**config.mk**
```make
export PLATFORM = sky130hd
export DESIGN_NAME = stsreg_guard
export DESIGN_NICKNAME = d
export VERILOG_FILES = /design/src/rtl/stsreg_pkg.sv /design/src/rtl/stsreg_wel.sv /design/src/rtl/stsreg_nv.sv /design/src/rtl/stsreg_range.sv /design/src/rtl/stsreg_guard.sv
export SDC_FILE = /design/constraint.sdc
export NUM_CORES = 1
export LEC_CHECK = 0
export CORE_AREA = 2 2 39 41
export CTS_CLUSTER_SIZE = 40
export DETAILED_ROUTE_END_ITERATION = 10
export DIE_AREA = 0 0 41 43
export PLACE_DENSITY = 0.79
export SLEW_MARGIN = 20
export SYNTH_ARGS = -nofsm -noshare
export SYNTH_HDL_FRONTEND = slang
export SYNTH_SLANG_ARGS = --single-unit
```
**constraint.sdc**
```tcl
create_clock -name clk -period 0.98 [get_ports clk]
set_input_delay 0.196 -clock clk [delete_from_list [all_inputs] [get_ports clk]]
set_output_delay 0.196 -clock clk [all_outputs]
set_load 0.03 [all_outputs]
```
**src/rtl/stsreg_pkg.sv**
```systemverilog
// Package: shared bit positions and the persistent-bit record of the
// status guard. Assumes an 8-bit status byte.
package stsreg_pkg;
    localparam int STS_W    = 8;
    localparam int POS_LOCK = 7;
    localparam int POS_RNG1 = 3;
    localparam int POS_RNG0 = 2;
    localparam int POS_WEL  = 1;
    localparam int POS_BUSY = 0;

    typedef struct packed {
        logic       lock_en;
        logic [1:0] rng;
    } nv_bits_t;
endpackage

```
**src/rtl/stsreg_wel.sv**
```systemverilog
// Write-enable latch. Set by a set request, cleared by any clear request.
// Clear wins over set. Assumes one-cycle strobes from the decoder.
module stsreg_wel (
    input  logic clk,
    input  logic rst_n,
    input  logic set_req,
    input  logic clr_req,
    output logic wel
);
    // Latch update: clear dominates set.
    always_ff @(posedge clk) begin
        if (!rst_n)       wel <= 1'b0;
        else if (clr_req) wel <= 1'b0;
        else if (set_req) wel <= 1'b1;
    end

    p_wel_set_r3: assert property (@(posedge clk) disable iff (!rst_n)
        (set_req && !clr_req) |=> wel);
    p_wel_clr_r9: assert property (@(posedge clk) disable iff (!rst_n)
        clr_req |=> !wel);
endmodule

```
**src/rtl/stsreg_nv.sv**
```systemverilog
// Persistent status bits (lock-enable, range selector) kept as registers
// with a reset value. Loaded only on a commit. Assumes the caller has
// already judged the permission, and that commit is 0 while busy.
module stsreg_nv
    import stsreg_pkg::*;
#(
    parameter logic       RST_LOCK = 1'b0,
    parameter logic [1:0] RST_RNG  = 2'b00
) (
    input  logic             clk,
    input  logic             rst_n,
    input  logic             commit,
    input  logic             busy,
    input  logic [STS_W-1:0] wdata,
    output nv_bits_t         nv
);
    // Load bits 7, 3 and 2 of the data byte on an accepted commit.
    always_ff @(posedge clk) begin
        if (!rst_n) begin
            nv.lock_en <= RST_LOCK;
            nv.rng     <= RST_RNG;
        end else if (commit) begin
            nv.lock_en <= wdata[POS_LOCK];
            nv.rng     <= {wdata[POS_RNG1], wdata[POS_RNG0]};
        end
    end

    p_nv_hold_busy_r10: assert property (@(posedge clk) disable iff (!rst_n)
        busy |=> $stable(nv));
endmodule

```
**src/rtl/stsreg_range.sv**
```systemverilog
// Address-range protection decode: none, top quarter, top half or all.
// Assumes ADDR_W >= 2.
module stsreg_range #(
    parameter int ADDR_W = 10
) (
    input  logic [1:0]        rng,
    input  logic [ADDR_W-1:0] addr,
    output logic              prot
);
    localparam int TOP = ADDR_W - 1;

    // Decide whether the address falls into the selected protected block.
    always_comb begin
        unique case (rng)
            2'b00:   prot = 1'b0;
            2'b01:   prot = addr[TOP] & addr[TOP-1];
            2'b10:   prot = addr[TOP];
            default: prot = 1'b1;
        endcase
    end

    always_comb begin
        if (rng == 2'b00) p_none_open_r6: assert (!prot);
    end
endmodule

```
**src/rtl/stsreg_guard.sv**
```systemverilog
// Status register and write-permission guard of a serial memory. Builds the
// status byte and both permission signals from the latch, the persistent bits,
// the lock pin and the timer busy flag. Assumes command strobes last one cycle.
module stsreg_guard
    import stsreg_pkg::*;
#(
    parameter int         ADDR_W   = 10,
    parameter logic       RST_LOCK = 1'b0,
    parameter logic [1:0] RST_RNG  = 2'b00
) (
    input  logic              clk,
    input  logic              rst_n,
    input  logic              cmd_wr_en,
    input  logic              cmd_wr_dis,
    input  logic              cmd_sts_wr,
    input  logic [7:0]        sts_wdata,
    input  logic              arr_wr_done,
    input  logic [ADDR_W-1:0] arr_addr,
    input  logic              lock_pin_n,
    input  logic              timer_busy,
    output logic [7:0]        sts_byte,
    output logic              arr_wr_ok,
    output logic              sts_wr_ok
);
    logic     wel;
    logic     in_prot;
    logic     hw_lock;
    logic     sts_commit;
    logic     wel_clr;
    nv_bits_t nv;

    // Permission logic: lock state, both grants and the commit strobe.
    always_comb begin
        hw_lock    = ~lock_pin_n & nv.lock_en;
        sts_wr_ok  = wel & ~timer_busy & ~hw_lock;
        arr_wr_ok  = wel & ~timer_busy & ~in_prot;
        sts_commit = cmd_sts_wr & sts_wr_ok;
        wel_clr    = cmd_wr_dis | arr_wr_done | sts_commit;
    end

    // Status byte assembly; the unused bits read as zero.
    always_comb begin
        sts_byte           = '0;
        sts_byte[POS_LOCK] = nv.lock_en;
        sts_byte[POS_RNG1] = nv.rng[1];
        sts_byte[POS_RNG0] = nv.rng[0];
        sts_byte[POS_WEL]  = wel;
        sts_byte[POS_BUSY] = timer_busy;
    end

    stsreg_wel u_wel (
        .clk     (clk),
        .rst_n   (rst_n),
        .set_req (cmd_wr_en),
        .clr_req (wel_clr),
        .wel     (wel)
    );

    stsreg_nv #(
        .RST_LOCK (RST_LOCK),
        .RST_RNG  (RST_RNG)
    ) u_nv (
        .clk    (clk),
        .rst_n  (rst_n),
        .commit (sts_commit),
        .busy   (timer_busy),
        .wdata  (sts_wdata),
        .nv     (nv)
    );

    stsreg_range #(
        .ADDR_W (ADDR_W)
    ) u_range (
        .rng  (nv.rng),
        .addr (arr_addr),
        .prot (in_prot)
    );

    p_sts_commit_clears_r4: assert property (@(posedge clk) disable iff (!rst_n)
        (cmd_sts_wr && sts_wr_ok) |=> (sts_byte[POS_WEL] == 1'b0));
    p_locked_hold_r5: assert property (@(posedge clk) disable iff (!rst_n)
        (cmd_sts_wr && !lock_pin_n && sts_byte[POS_LOCK]) |=> $stable(sts_byte[7:2]));
    p_all_protected_r6: assert property (@(posedge clk) disable iff (!rst_n)
        (sts_byte[3:2] == 2'b11) |-> !arr_wr_ok);
    p_done_clears_r8: assert property (@(posedge clk) disable iff (!rst_n)
        arr_wr_done |=> !sts_byte[POS_WEL]);
    p_busy_blocks_r7: assert property (@(posedge clk) disable iff (!rst_n)
        timer_busy |-> (!arr_wr_ok && !sts_wr_ok));
endmodule

```
==> impl_metrics.toml <==
[floorplan]
core_sq_um = 1380
num_rows = 14
initial_core_util_pct = 17.9
die-height_um = 43
die_w_um = 41
die_area_sq_um = 1760
io_pins = 36

[critical_path]
path_cells = "nor2b_4, and2b_2, buf_6"
crit_fanout = 2
end_kind = "primary output"
critPathLaunchType = "register"
slowest_delay_ns = 0.33
critPathSlowestCell = "dfxtp_4"
critPathBufInv = 1
critPathTopFamily = "simple AND/OR/NAND/NOR gates"
worst-setup-path-type = "reg -> out"
cp.arrival_ns = 1.04
required_ns = 0.78

[placed_design]
place_congestion = 0.573
portBuffers = 19
pre_cts_ws_ns = -0.382

[clocking]
cts_made_buffers = 3
cts.sink_count = 4
insertion_delay_ns = 0.23
tritoncts = "done"
htreeDepth = 1
clockBufferDepth = 2
path_clk_slew_ns = 0.04
cts_root_buf = "clkbuf_4"
hold_buffers = 0

[pwr]
p_seq_share_pct = 33.8
pwr-share-clk_pct = 44.7
p_int_mw = 0.373
powerDensity_nw_per_um2 = 954
ir_drop_uv = 270
swShare_pct = 23.6
cellLeakagePower_nw = 0.224
p_switching_mw = 0.115
p_comb_share_pct = 21.5

[yosys]
synth_cell_type_count = 15
yosys.area.top_type = "dfxtp_1"
ys_ff_latch = 4
syn_inst = 30
async_flop_share_pct = 0
yosys.cell_count.top_type = "nand2_1"
ys_warn_count = 0
yosysSeqAreaShare_pct = 32.3
synth_edf_count = 0
yosys-top-cells-area = "dfxtp_1 (32%), buf_4 (15%), mux2i_1 (12%)"
synth_top_area_share_pct = 32.3
synth.avg_cell_area_sq_um = 8.26
synthFlopType = "dfxtp_1"
syn_area_sq_um = 248
synthTopCellsByCount = "nand2_1 (6), buf_4 (5), dfxtp_1 (4), mux2i_1 (3), nor2_1 (2)"

[routing]
firstDrtPassIters = 1
drt_iter0_drc = 0
wl_per_cell_um = 8.44
routed_wl_um = 591
ant_nets = 0
drc = 0
dr_total_vias = 269
avgViaCountPerCell = 3.84

[run_status]
outcome = "finished with violations"
violations = "setup timing"

[run]
drv_cap = 0

[layout]
post-route-util_pct = 37.0
fillCellCount = 140
syn2layout_area_growth_pct = 107
nets = 81
antennaDiodeCount = 0
drive_gt1_share_pct = 44.4

[global_routing]
grtUsageTotal_pct = 7.82
grt_start_max_net_pins = 8
antenna_found_initial = 0
grt_pass1_vias = 244
grt_pass1_wl_um = 855
overflow = 0

[worst_hold_path]
hp-class = "reg -> reg"

[sta]
fmax_mhz = 812
min_period_ns = 1.23
worst_slack_ns = -0.251
hold_viol = 0
drv_slew = 0
worst_clock_skew_ns = 0.00394
rsz0062_at_grt = "yes"
setup_violations = 6
period_share_pct = 126
==> cell families after synthesis <==
group	Yosys count	share of synthesized area, %
mux	3	12.1
other cells	1	1.51
flops	4	32.3
compound gates	2	5.05
buf+inv	6	19.7
simple gates	14	29.3
==> cell usage in the layout (no fill, tap or decap) <==
| cell type | n |
|---|---|
| clkdlybuf4s50_1 | 8 |
| nand3_1 | 1 |
| and3b_2 | 1 |
| and3_4 | 1 |
| buf_4 | 5 |
| buf_6 | 7 |
| nor2b_4 | 2 |
| clkbuf_1 | 1 |
| o21ai_1 | 1 |
| nand2_1 | 6 |
| nor2_1 | 2 |
| dlygate4sd2_1 | 4 |
| and2b_2 | 1 |
| dfxtp_4 | 1 |
| o211ai_1 | 1 |
| dfxtp_2 | 3 |
| clkbuf_4 | 3 |
| conb_1 | 3 |
| mux2i_1 | 3 |
==> what timing repair did <==
item,in CTS,in global routing
buffers inserted,2,1
pin swaps,1,0
endpoints found under the setup margin,9,7
resized for setup,17,0
==> routing by layer <==
layer / vias up / GRT usage (%) / share of wire, %
li1: 138 / - / -
met4: 0 / 8.00 / 2.9
met5: - / 0 / 0
met1: 116 / 3.83 / 30
met3: 2 / 3.14 / 9.5
met2: 13 / 15.0 / 57
==> through the flow <==
stage / cells / TNS (ns) / instance area, sq um / total power [mW] / hold WS, ns
after floorplan: 32 / -0.194 / 269 / 0.219 / 0.328
after global placement: 63 / -2.02 / 428 / 0.268 / 0.454
after detailed placement: 63 / -2.20 / 428 / 0.268 / 0.463
after CTS: 69 / -0.773 / 504 / 0.497 / 0.480
after global routing: 70 / -1.00 / 512 / 0.520 / 0.507
final: 70 / -0.733 / 512 / 0.488 / 0.477
==> worst min-delay path, delay by kind of cell, from the launching register on <==
family           cells  cell delay [ns]
multiplexers         1             0.06
flip-flops           1             0.32
AND/OR/NAND/NOR      1             0.06
==> final timing paths <==
| kind | end | cells after the start | slack [ns] | startpoint |
|---|---|---|---|---|
| setup / recovery | sts_wr_ok | 3 | -0.25 | u_nv.nv[2]$_SDFFE_PN0P_ |
| setup reg to reg | u_nv.nv[1]$_SDFFE_PN0P_ | 3 | -0.02 | u_nv.nv[2]$_SDFFE_PN0P_ |
| hold / removal | u_nv.nv[1]$_SDFFE_PN0P_ | 2 | 0.48 | u_nv.nv[1]$_SDFFE_PN0P_ |
| hold reg to reg | u_nv.nv[1]$_SDFFE_PN0P_ | 2 | 0.48 | u_nv.nv[1]$_SDFFE_PN0P_ |
==> state kept, by name (all words and copies together) (netlist names) <==
register / count
u_nv.nv: 3
u_wel.wel: 1
==> power by group through the flow <==
stage                     Sequential [mW]  Combinational (mW)  Clock, mW
after global routing                0.165               0.114      0.241
after floorplan                     0.169              0.0495          0
after global placement              0.167               0.101          0
after CTS                           0.165               0.103      0.228
final                               0.165               0.105      0.218
after detailed placement            0.167               0.101          0
==> final cells by class <==
cell class / count / area, sq um / area share [%]
clock buffer: 4 / 26.3 / 5.13
sequential: 4 / 87.6 / 17.1
timing repair buffer: 24 / 231 / 45.2
multi-input combinational: 22 / 146 / 28.6
tap: 16 / 20.0 / 3.91
No activity file was read; power rests on OpenSTA's default activity.
